File: config.mk
export PLATFORM = sky130hd
export DESIGN_NAME = uart_rx_flush
export DESIGN_NICKNAME = d
export VERILOG_FILES = /design/src/rtl/uart_rx_flush_pkg.sv /design/src/rtl/uart_rx_sync.sv /design/src/rtl/uart_rx_framer.sv /design/src/rtl/uart_rx_fifo.sv /design/src/rtl/uart_rx_flush.sv
export SDC_FILE = /design/constraint.sdc
export NUM_CORES = 1
export LEC_CHECK = 0
export CORE_MARGIN = 2
export CORE_UTILIZATION = 50
export CTS_CLUSTER_DIAMETER = 30
export CTS_CLUSTER_SIZE = 8
export DETAILED_ROUTE_END_ITERATION = 7
export DONT_BUFFER_PORTS = 1
export PLACE_DENSITY = 0.72
export SYNTH_ARGS = -nofsm -noshare
export SYNTH_HDL_FRONTEND = slang
export SYNTH_HIERARCHICAL = 1
export SYNTH_SLANG_ARGS = --single-unit
File: constraint.sdc
create_clock -name clk -period 1.95 [get_ports clk]
set_input_delay 0.2925 -clock clk [delete_from_list [all_inputs] [get_ports clk]]
set_output_delay 0.2925 -clock clk [all_outputs]
set_load 0.005 [all_outputs]
File: src/rtl/uart_rx_flush_pkg.sv
package uart_rx_flush_pkg;

  typedef struct packed {
    logic       ferr;
    logic       perr;
    logic [8:0] data;
  } rx_char_t;

  typedef enum logic [2:0] {
    S_IDLE,
    S_START,
    S_DATA,
    S_PAR,
    S_STOP
  } rx_state_t;

  // size code to data-bit count; unlisted codes fall back to eight bits
  function automatic logic [3:0] size_to_bits(input logic [2:0] code);
    logic [3:0] n;
    case (code)
      3'b000:  n = 4'd5;
      3'b001:  n = 4'd6;
      3'b010:  n = 4'd7;
      3'b011:  n = 4'd8;
      3'b111:  n = 4'd9;
      default: n = 4'd8;
    endcase
    return n;
  endfunction

endpackage

File: src/rtl/uart_rx_sync.sv
module uart_rx_sync #(
  parameter int STAGES = 2
) (
  input  logic clk,
  input  logic rst_n,
  input  logic din,
  output logic dout
);
  logic [STAGES-1:0] chain;

  always_ff @(posedge clk or negedge rst_n) begin
    if (!rst_n) chain <= '1;
    else        chain <= {chain[STAGES-2:0], din};
  end

  assign dout = chain[STAGES-1];
endmodule

File: src/rtl/uart_rx_framer.sv
module uart_rx_framer
  import uart_rx_flush_pkg::*;
#(
  parameter int OSR = 16
) (
  input  logic       clk,
  input  logic       rst_n,
  input  logic       en,
  input  logic       tick,
  input  logic       line_s,
  input  logic [2:0] size_code,
  input  logic       par_en,
  input  logic       par_odd,
  output logic       push,
  output rx_char_t   char_o
);
  localparam int CW = $clog2(OSR);
  localparam logic [CW-1:0] V_LO  = CW'(OSR / 2 - 1);
  localparam logic [CW-1:0] V_MID = CW'(OSR / 2);
  localparam logic [CW-1:0] V_HI  = CW'(OSR / 2 + 1);
  localparam logic [CW-1:0] LAST  = CW'(OSR - 1);

  rx_state_t   state;
  logic [CW-1:0] cnt;
  logic [3:0]  idx;
  logic [8:0]  shreg;
  logic        pbit;
  logic        vote_a, vote_b;
  logic        maj;
  logic [3:0]  last_idx;
  logic        perr_calc;

  assign last_idx  = size_to_bits(size_code) - 4'd1;
  assign maj       = (vote_a & vote_b) | (vote_a & line_s) | (vote_b & line_s);
  assign perr_calc = par_en & ((^shreg ^ pbit) != par_odd);

  always_ff @(posedge clk or negedge rst_n) begin
    if (!rst_n) begin
      state  <= S_IDLE;
      cnt    <= '0;
      idx    <= '0;
      shreg  <= '0;
      pbit   <= 1'b0;
      vote_a <= 1'b1;
      vote_b <= 1'b1;
      push   <= 1'b0;
      char_o <= '0;
    end else if (!en) begin
      state <= S_IDLE;
      cnt   <= '0;
      push  <= 1'b0;
    end else begin
      push <= 1'b0;
      if (tick) begin
        if (state == S_IDLE) begin
          if (!line_s) begin
            state <= S_START;
            cnt   <= CW'(1);
            idx   <= '0;
            shreg <= '0;
            pbit  <= 1'b0;
          end
        end else begin
          if (cnt == V_LO)  vote_a <= line_s;
          if (cnt == V_MID) vote_b <= line_s;
          if (state == S_START && cnt == V_MID && line_s) state <= S_IDLE;
          if (cnt == V_HI) begin
            case (state)
              S_DATA: shreg[idx] <= maj;
              S_PAR:  pbit <= maj;
              S_STOP: begin
                push   <= 1'b1;
                char_o <= '{ferr: ~maj, perr: perr_calc, data: shreg};
                state  <= S_IDLE;
              end
              default: ;
            endcase
          end
          if (cnt == LAST) begin
            cnt <= '0;
            case (state)
              S_START: begin
                state <= S_DATA;
                idx   <= '0;
              end
              S_DATA: begin
                if (idx == last_idx) state <= par_en ? S_PAR : S_STOP;
                else                 idx   <= idx + 4'd1;
              end
              S_PAR:   state <= S_STOP;
              default: ;
            endcase
          end else begin
            cnt <= cnt + CW'(1);
          end
        end
      end
    end
  end

  // receiving stops as soon as the enable drops
  a_r10_idle_when_off: assert property (@(posedge clk) disable iff (!rst_n)
    !en |=> (state == S_IDLE && !push));

  // a completed character is announced for a single cycle
  a_r3_push_single: assert property (@(posedge clk) disable iff (!rst_n)
    push |=> !push);

  // a start bit that is high at mid-bit returns to idle
  a_r7_false_start: assert property (@(posedge clk) disable iff (!rst_n)
    (en && tick && state == S_START && cnt == V_MID && line_s) |=> state == S_IDLE);
endmodule

File: src/rtl/uart_rx_fifo.sv
module uart_rx_fifo #(
  parameter int DEPTH = 2,
  parameter int WIDTH = 11
) (
  input  logic             clk,
  input  logic             rst_n,
  input  logic             flush,
  input  logic             push,
  input  logic [WIDTH-1:0] din,
  output logic             valid,
  input  logic             ready,
  output logic [WIDTH-1:0] dout,
  output logic             ovr
);
  localparam int AW   = (DEPTH > 1) ? $clog2(DEPTH) : 1;
  localparam int CNTW = $clog2(DEPTH + 1);
  localparam logic [CNTW-1:0] FULL_CNT = CNTW'(DEPTH);
  localparam logic [AW-1:0]   TOP_PTR  = AW'(DEPTH - 1);

  logic [WIDTH-1:0] mem [DEPTH];
  logic [AW-1:0]    wptr, rptr;
  logic [CNTW-1:0]  count;
  logic             pop, accept, overflow;

  assign valid    = (count != '0);
  assign pop      = valid & ready;
  assign accept   = push & ((count != FULL_CNT) | pop);
  assign overflow = push & ~accept;
  assign dout     = mem[rptr];

  always_ff @(posedge clk) begin
    if (accept) mem[wptr] <= din;
  end

  always_ff @(posedge clk or negedge rst_n) begin
    if (!rst_n) begin
      wptr  <= '0;
      rptr  <= '0;
      count <= '0;
      ovr   <= 1'b0;
    end else if (flush) begin
      wptr  <= '0;
      rptr  <= '0;
      count <= '0;
      ovr   <= 1'b0;
    end else begin
      if (accept) wptr <= (wptr == TOP_PTR) ? '0 : wptr + AW'(1);
      if (pop)    rptr <= (rptr == TOP_PTR) ? '0 : rptr + AW'(1);
      count <= count + CNTW'(accept) - CNTW'(pop);
      if (overflow) ovr <= 1'b1;
      else if (pop) ovr <= 1'b0;
    end
  end

  // occupancy never exceeds the queue depth
  a_r8_count_bound: assert property (@(posedge clk) disable iff (!rst_n)
    count <= FULL_CNT);

  // a stalled head stays put
  a_r8_hold_stalled: assert property (@(posedge clk) disable iff (!rst_n)
    (valid && !ready && !flush) |=> (valid && $stable(dout)));

  // a dropped character leaves the queue full and flags the overrun
  a_r9_drop_full: assert property (@(posedge clk) disable iff (!rst_n)
    (overflow && !flush) |=> (ovr && count == FULL_CNT));

  // a pop with no new drop clears the overrun flag
  a_r9_ovr_clear: assert property (@(posedge clk) disable iff (!rst_n)
    (pop && !overflow && !flush) |=> !ovr);

  // a flush empties everything on the next edge
  a_r10_flush_empty: assert property (@(posedge clk) disable iff (!rst_n)
    flush |=> (count == '0 && !ovr));
endmodule

File: src/rtl/uart_rx_flush.sv
module uart_rx_flush
  import uart_rx_flush_pkg::*;
#(
  parameter int OSR         = 16,
  parameter int DEPTH       = 2,
  parameter int SYNC_STAGES = 2
) (
  input  logic       clk,
  input  logic       rst_n,
  input  logic       rx_en,
  input  logic       rx_tick,
  input  logic       rx_line,
  input  logic [2:0] rx_size,
  input  logic       rx_par_en,
  input  logic       rx_par_odd,
  output logic       rx_valid,
  input  logic       rx_ready,
  output logic [7:0] rx_data,
  output logic       rx_bit8,
  output logic       rx_ferr,
  output logic       rx_perr,
  output logic       rx_ovr,
  output logic       rx_pin_own
);
  localparam int ENTRY_W = $bits(rx_char_t);

  logic     line_s;
  logic     push;
  rx_char_t new_char;
  rx_char_t head;

  assign rx_pin_own = rx_en;

  uart_rx_sync #(.STAGES(SYNC_STAGES)) i_sync (
    .clk  (clk),
    .rst_n(rst_n),
    .din  (rx_line),
    .dout (line_s)
  );

  uart_rx_framer #(.OSR(OSR)) i_framer (
    .clk      (clk),
    .rst_n    (rst_n),
    .en       (rx_en),
    .tick     (rx_tick),
    .line_s   (line_s),
    .size_code(rx_size),
    .par_en   (rx_par_en),
    .par_odd  (rx_par_odd),
    .push     (push),
    .char_o   (new_char)
  );

  uart_rx_fifo #(.DEPTH(DEPTH), .WIDTH(ENTRY_W)) i_fifo (
    .clk  (clk),
    .rst_n(rst_n),
    .flush(~rx_en),
    .push (push),
    .din  (new_char),
    .valid(rx_valid),
    .ready(rx_ready),
    .dout (head),
    .ovr  (rx_ovr)
  );

  assign rx_data = head.data[7:0];
  assign rx_bit8 = head.data[8];
  assign rx_ferr = head.ferr;
  assign rx_perr = head.perr;

  // the port shows an empty, clean queue after the enable drops
  a_r10_disable_clears: assert property (@(posedge clk) disable iff (!rst_n)
    !rx_en |=> (!rx_valid && !rx_ovr));

  // the pair advances together; a stalled head keeps both parts
  a_r11_pair_stable: assert property (@(posedge clk) disable iff (!rst_n)
    (rx_valid && !rx_ready && rx_en) |=> ($stable(rx_data) && $stable(rx_bit8)));
endmodule

; ---- After elaboration in Yosys (flattened, before gate mapping)
; Memories as Yosys holds them, arrays and structs flattened.
; Cells that the tools add are included.
; Widths: inputs -> output; s select.
[word_totals]
regBits = 42
elab_cells = 130
output_inout_bits = 14
mem_bits_rw = 22
inputBits = 11
memories = 1
[classes]
order_cmp = 2
n_mux = 50
reduce_logical = 19
n_bitwise = 14
eq_ne = 21
n_addsub = 7
[memory_table]
columns = memory, words, width, read_ports, rd_ports_with_merged_regs, wr, line
row1 = i_fifo.mem, 2, 11, 1, 0, 1, uart_rx_fifo.sv:20  ; logic [WIDTH-1:0] mem [DEPTH];
[ops]
columns = cell, count
row1 = $mux 4, 9
row2 = $mux 9, 4
row3 = $mux 3, 10
row4 = $mux 1, 21
row5 = $pmux 4 s4, 1
row6 = $reduce_and 5->1, 3
row7 = $eq 4x4->1 const B, 3
row8 = $reduce_bool 2->1, 5
row9 = $bwmux 9, 1
row10 = $eq 3x2->1 const B, 3
row11 = $pmux 3 s3, 1
row12 = $reduce_xor 9->1, 1
row13 = $add 4x1->4 const B, 2
row14 = $pmux 4 s2, 1
row15 = $reduce_and 4->1, 2
row16 = $and 1x1->1, 7
row17 = $eq 3x1->1 const B, 2
row18 = $eq 3x3->1 const B, 2
row19 = $logic_not 3->1, 2
row20 = $ne 2x1->1 const B, 3
row21 = $reduce_and 6->1, 1
row22 = $lt 4x5->1 const B, 1
row23 = $demux 1 s4, 1
row24 = $eq 4x3->1 const B, 1
row25 = 18 further kinds, 26

; ---- Depth between registers and ports, before layout
; Gate-level depths: netlist of run 1.
[depth]
ltp_word = 12
mapped_depth = 8
ltp_nobuf = 7

; ---- Hierarchy
; The synthesis of run 1 kept the hierarchy.
[modules_own_cells]
columns = mod, area_each_um2, cells_per_inst, seq_area_each_um2, n_inst
row1 = uart_rx_framer, 2164.6, 226, 878.3, 1
row2 = uart_rx_fifo, 1066.0, 61, 785.8, 1
row3 = uart_rx_sync, 52.6, 2, 52.6, 1
row4 = uart_rx_flush, 11.3, 2, 0.0, 1

; ---- Worst setup path after synthesis of run 1
; Ideal clock, no wire load.
[synth_timing]
path_type = register -> register
from = register i_framer.cnt[0]
to = register i_framer.idx[0]
period_less_slack_ps = 1809
setup_ps = 92
n_path_buf = 0
path_slack_ps = 141
stages_incl_launch_ff = 7
required_ps = 1858
t_arrival_ps = 1717
path_cell_list = dfrtp_1 ha_1 and3_1 maj3_2 and2_1 a211o_1 o31ai_2
[synth_via]
elab_chain_cells = 3
[synth_rtl]
columns = item, line
row1 = from (decl), uart_rx_framer.sv:24  ; logic [CW-1:0] cnt;
row2 = from (signal assigned), uart_rx_framer.sv:94  ; cnt <= cnt + CW'(1);
row3 = $eq 4x4->1, uart_rx_framer.sv:79  ; if (cnt == LAST) begin
row4 = $reduce_bool 2->1 (no line), n/a
row5 = $reduce_and 6->1 (no line), n/a
row6 = to (signal assigned), uart_rx_framer.sv:88  ; else idx <= idx + 4'd1;
row7 = to (decl), uart_rx_framer.sv:25  ; logic [3:0] idx;
; Every way passes these cells.
; A chain may end at the register's enable or synchronous reset.

; ---- Final worst setup path of run 1
; Ends and elaborated chain as after synthesis.

==> impl_metrics.toml, run 1 <==
[power_and_ir_drop]
total_power_mw = 2.77
ir_drop_uv = 512
leakagePower_nw = 1.52
powerDensity_mw_per_mm2 = 760

[synthesis]
yosysTopAreaCell = "dfrtp_1"
netlist_area_mm2 = 0.00329
ys_warn_count = 6
syn_nets = 311
synthArstFlopShare = 0.656
yosysSeqAreaShare = 0.521
synth.area.top_cells = "dfrtp_1 (29%), edfxtp_1 (20%), mux2_2 (5.8%), ha_1 (3.4%), dfstp_2 (3.2%)"
synth_ff_type = "dfrtp_1"
synth.most_common_cell = "dfrtp_1"
synth_top_area_frac = 0.289
synth_commonest_cells = "dfrtp_1 (38), edfxtp_1 (22), inv_1 (20)"
synth_edf_count = 22
syn_inst = 291
ys_seq_elements = 64
syn_avg_cell_area_um2 = 11.3
netlist-cell-type-count = 61

[finish]
layout-drive-gt1-share = 0.206
fin_nets = 321
area_growth_pct = 10.7
n_antenna_cell = 0

[routing]
drt_pass1_iterations = 4
drtIter0Drc = 88
wl_per_cell_um = 15.4
drcViolationCount = 0
wl_mm = 5.90
num_vias = 2128
vias_per_cell = 5.56
drtAntennaViolNets = 0

[cts]
h-tree-depth = 3
cts_root_buf = "clkbuf_8"
clockBufferDepth = 2
cts_tree = "built"
cts_made_buffers = 9
post_cts_buffers = 0
clock_sinks = 64
cts.clk_slew.worst_paths_ns = 0.07
clkLatencyLatePin_ns = 0.33

[place]
place_hpwl_mm = 4.03
port_buffers = 0
place.gp.congestion = 0.902

[grt]
gr-usage-all-layers = 0.176
grt-busiest-layer = "met2"
grt_start_max_net_pins = 43
grt.met2_usage = 0.288
grt_first_pass_wirelength_mm = 10.2
grt_overflow = 0
antenna_found_initial = 0
use_met1 = 0.237
use_met3 = 0.0379
grt_pass1_vias = 2161

[worst_setup_path]
cp.required_ns = 2.19
path_max_fanout = 7
crit_path_start_kind = "flop"
critPathMaxStageDelay_ns = 0.45
r2r_slack_ns = 0.09
worstPathCellList = "ha_1 > and3_1 > maj3_2 > and2_1 > a211o_1 > o31ai_2"
critPathSlowestCell = "dfrtp_2"
cp-end-kind = "flop"
arrival_ns = 2.10
path_class = "flop to flop"

[timing]
relSlewSlack = 0.397
hold_violations = 0
fin_setup_tns_ns = 0
rsz0062_at_grt = "false"
max_freq_mhz = 537
slew_viol_final = 0
worstMarginPinSlew_ns = 0.901
setup_viol_count_final = 0
fin_skew_ns = 0.00749
fin_crit_sh = 0.955
fin_crit_ns = 1.86

[floorplan]
die_height_um = 85.2
io-pin-count = 25
fp.dieW_um = 85.2
row_count = 29
die-area_mm2 = 0.00725
core_area_mm2 = 0.00635
initial_utilization = 0.519

[job]
cap_viol_max_count = 0

[min_path]
hold_path.class = "input port to flop"

[outcome]
status = "finished clean"
==> through the flow <==
stage / hold WS, ns / instances / area (um^2) / utilization / worst slack (ns)
3_5_place_dp: -0.00144 / 364 / 3390 / 0.533 / 0.0921
6_report: 0.0639 / 383 / 3650 / 0.575 / 0.0877
4_1_cts: 0.0457 / 383 / 3650 / 0.574 / 0.0824
2_1_floorplan: -0.00309 / 291 / 3290 / - / 0.141
5_1_grt: 0.0521 / 383 / 3650 / 0.575 / 0.0203
3_3_place_gp: -0.00130 / 364 / 3390 / 0.533 / 0.129
==> report_power, final <==
| part | total, mW | internal [mW] | switching (mW) |
|---|---|---|---|
| sequential | 1.40 | 1.39 | 0.0133 |
| combinational | 0.125 | 0.0497 | 0.0749 |
| clock | 1.24 | 0.750 | 0.491 |
| total | 2.77 | 2.19 | 0.580 |
==> layout make-up <==
cell class              count  area, um^2
inverters                  20        75.1
clock buffers              12         145
fillers                   538        2700
well taps                  77        96.3
flip-flops and latches     64        1720
clock inverters             4        68.8
multi-input cells         196        1430
repair buffers             10         113
==> per-layer routing <==
layer  up-vias  wire length [um]
met5         -                 0
met4         0                38
met3         5               262
met2        43              2870
met1      1025              2720
li1       1055                 -
==> layout by cell type (no fill, tap or decap), types with 3 or more instances in the layout <==
cell,n
edfxtp_1,22
nor2_1,15
dfstp_2,4
o21ai_0,18
o21ai_1,11
a21oi_1,11
nor2b_1,5
mux2i_1,4
dfrtp_1,37
nor3_1,7
nand3_1,8
buf_4,6
nand2_1,19
mux2_4,6
xor2_1,3
and2_1,4
mux2_2,17
or3_1,3
inv_1,20
ha_1,9
clkbuf_8,10
xnor2_1,10
==> critical path: cells and delay by family (launching register included) <==
family                   cells  cell delay, ns
flip-flops                   1            0.45
AO/OA/AOI/OAI                2            0.37
AND/OR/NAND/NOR              2            0.42
adder cells (fa/ha/maj)      2            0.55
==> what timing repair did <==
action,in CTS,in global routing
setup endpoints to repair,0,2
gates resized for setup,0,2
hold buffers,3,0
hold endpoints to repair,43,0
==> flip-flops by register name, summed over array words and instances, names as in the netlist, 2 cells and up <==
signal / flops
i_fifo/count: 2
i_fifo/mem: 22
i_framer/shreg: 9
i_framer/cnt: 4
i_framer/char_o: 11
i_sync/chain: 2
i_framer/state: 3
i_framer/idx: 4
==> path summary, 6_finish.rpt <==
path | start | to | depth (start not counted)
max | i_framer/cnt[0]$_DFFE_PN0P_ | i_framer/idx[0]$_DFFE_PN0P_ | 6
min | rx_tick | i_framer/cnt[3]$_DFFE_PN0P_ | 1
max reg2reg | i_framer/cnt[0]$_DFFE_PN0P_ | i_framer/idx[0]$_DFFE_PN0P_ | 6
min reg2reg | i_sync/chain[0]$_DFF_PN1_ | i_sync/chain[1]$_DFF_PN1_ | 0
max in group asynchronous | rst_n | i_framer/vote_b$_DFFE_PN1P_ | 2
min in group asynchronous | rst_n | i_framer/shreg[0]$_DFFE_PN0P_ | 2
==> cell families after synthesis <==
| group | count (synthesis) | share of synthesized area |
|---|---|---|
| mux | 27 | 0.0976 |
| xor+xnor | 13 | 0.0346 |
| compound gates | 60 | 0.117 |
| flops | 64 | 0.521 |
| fa+ha+maj | 11 | 0.0406 |
| buf+inv | 31 | 0.0441 |
| simple gates | 85 | 0.145 |
(Power assumes the default switching activity.)
==> run 2, diff against run 1 <==
CELL_PAD_IN_SITES_DETAIL_PLACEMENT = 1   (was not set)
CELL_PAD_IN_SITES_GLOBAL_PLACEMENT = 1   (was not set)
PLACE_DENSITY = 0.85   (was 0.72)
==> run 2 against run 1 <==
Against the previous run: sequential power is essentially flat; via count grew 6.0%; total power is 0.89% higher; combinational power increased by 9%; sequential share of layout area is 0.15 points lower; flip-flop and latch count did not move; cell area increased by 0.24%; clock skew up 0.0040 ns; fmax rose by 1.1%; first-iteration DRC count increased by 64%; core utilization increased by 0.14 points; largest power group unchanged; highest routed layer unchanged.
==> impl_metrics.toml, run 2 (synthesis gave the netlist of run 1 again) <==
[outcome]
status = "finished clean"

[place]
port_buffers = 0
place_hpwl_mm = 5.35
place.gp.congestion = 0.818

[worst_setup_path]
r2r-end = "i_framer/idx[0]$_DFFE_PN0P_"
r2r_slack_ns = 0.11
regToRegStartpoint = "i_framer/cnt[0]$_DFFE_PN0P_"
path_max_fanout = 6
critical-path-top-delay-family = "adder cells"
path_class = "flop to flop"
path_buf_inv = 0
critPathMaxStageDelay_ns = 0.42
rr_worst_depth = 6
arrival_ns = 2.09
cp-end-kind = "flop"
cp.required_ns = 2.20
critPathSlowestCell = "dfrtp_1"
crit_path_start_kind = "flop"
worstPathCellList = "ha_2 > and3_1 > maj3_2 > and2_1 > a211o_1 > o31ai_2"

[finish]
mostFrequentLayoutCells = "dfrtp_1 (38), edfxtp_1 (22), inv_1 (20)"
fillCellCount = 643
fin_nets = 320
top_regs = "i_fifo/mem (22), i_framer/char_o (11), i_framer/shreg (9)"
final-seq-area_mm2 = 0.00172
area_growth_pct = 11.0
final_common_cell = "dfrtp_1"
multiInputGateArea_mm2 = 0.00145
n_antenna_cell = 0
largest_register = "i_fifo/mem"
largest_reg_flops = 22
layout-drive-gt1-share = 0.220

[floorplan]
initial_utilization = 0.519
io-pin-count = 25
row_count = 29
core_area_mm2 = 0.00635
die_height_um = 85.2
fp.dieW_um = 85.2
die-area_mm2 = 0.00725

[routing]
wl_per_cell_um = 20.2
drt_pass1_iterations = 4
num_vias = 2256
drtIter0Drc = 144
wl_mm = 7.72
vias_per_cell = 5.91
drcViolationCount = 0
drtAntennaViolNets = 0

[grt]
grt_first_pass_wirelength_mm = 12.7
grt_start_max_net_pins = 43
antenna_found_initial = 0
gr-usage-all-layers = 0.231
grt_overflow = 0
grt_pass1_vias = 2453

[timing]
max_freq_mhz = 543
rsz0062_at_grt = "false"
setup_viol_count_final = 0
fin_skew_ns = 0.0115
hold_ws_ns = 0.0538
fin_crit_ns = 1.84
hold_violations = 0
slew_viol_final = 0
relSlewSlack = 0.581
fin_crit_sh = 0.945
worstMarginPinSlew_ns = 0.628
fin_setup_tns_ns = 0

[job]
cap_viol_max_count = 0

[cts]
cts_tree = "built"
clkLatencyLatePin_ns = 0.34
clock_sinks = 64
cts_made_buffers = 9
cts_root_buf = "clkbuf_8"
clockBufferDepth = 2
h-tree-depth = 3
cts.clk_slew.worst_paths_ns = 0.07

[min_path]
hold_path.class = "input port to flop"
hp-start = "rx_tick"
hold_end = "i_framer/cnt[3]$_DFFE_PN0P_"
worstHoldPathCells = 1

[power_and_ir_drop]
ir_drop_uv = 739
leakagePower_nw = 1.51
powerDensity_mw_per_mm2 = 764
## run 2: cell types whose count changed in the layout (fill, tap and decap cells not counted), sizes merged
cell      delta
clkinv       -1
clkbuf       -3
inv          +1
buf          -1
clkinvlp     +3
## run 2: how the worst max path moves through the flow
| stage | from | to | slack, ns | cells after the start |
|---|---|---|---|---|
| detailed placement | i_framer/cnt[0]$_DFFE_PN0P_ | i_framer/idx[0]$_DFFE_PN0P_ | 0.07 | 6 |
| global placement | i_framer/cnt[0]$_DFFE_PN0P_ | i_framer/idx[0]$_DFFE_PN0P_ | 0.12 | 6 |
| finish | i_framer/cnt[0]$_DFFE_PN0P_ | i_framer/idx[0]$_DFFE_PN0P_ | 0.11 | 6 |
| floorplan | i_framer/cnt[0]$_DFFE_PN0P_ | i_framer/idx[0]$_DFFE_PN0P_ | 0.14 | 6 |
| CTS | i_fifo/count[1]$_DFF_PN0_ | i_fifo/mem[0][1]$_DFFE_PP_ | 0.04 | 3 |
| global route | i_framer/cnt[0]$_DFFE_PN0P_ | i_framer/idx[0]$_DFFE_PN0P_ | 0.007 | 6 |
## run 2: final cells by class
cell class,count,area share
timing repair buffer,9,0.0287
tap,77,0.0263
inverter,20,0.0205
clock inverter,7,0.0260
sequential,64,0.469
multi-input combinational,196,0.395
clock buffer,9,0.0339
## run 2: what timing repair did
| action | CTS | global route |
|---|---|---|
| endpoints found under the setup margin | 0 | 16 |
| hold buffers | 3 | 0 |
| setup buffers | 0 | 0 |
| resized for setup | 0 | 4 |
| endpoints found under the hold margin | 43 | 0 |
## run 2: worst reg2reg max path, stage by stage (launching register included)
cell,delay (ns)
dfrtp_1,0.42
ha_2,0.24
and3_1,0.22
maj3_2,0.32
and2_1,0.19
a211o_1,0.30
o31ai_2,0.06
## run 2: routing by layer
| metal | track usage | wire length, um |
|---|---|---|
| met5 | 0 | 0 |
| met2 | 0.419 | 4080 |
| met4 | 0.0909 | 169 |
| met3 | 0.0447 | 219 |
| met1 | 0.268 | 3250 |
## run 2: report_power, final
part	internal (mW)	leakage, nW	switching [mW]
Clock	0.719	0.0995	0.538
Combinational	0.0523	0.631	0.0834
Sequential	1.39	0.775	0.0123
Total	2.16	1.50	0.634
## run 2: through the flow
step / setup slack (ns) / power [mW] / utilization / std cells / instance area, um^2
after floorplan: 0.141 / 1.51 / - / 291 / 3290
after global placement: 0.122 / 1.53 / 0.532 / 363 / 3380
after detailed placement: 0.0691 / 1.54 / 0.532 / 363 / 3380
after CTS: 0.0368 / 2.82 / 0.574 / 382 / 3640
after global routing: 0.00674 / 2.89 / 0.576 / 382 / 3660
final: 0.107 / 2.80 / 0.576 / 382 / 3660
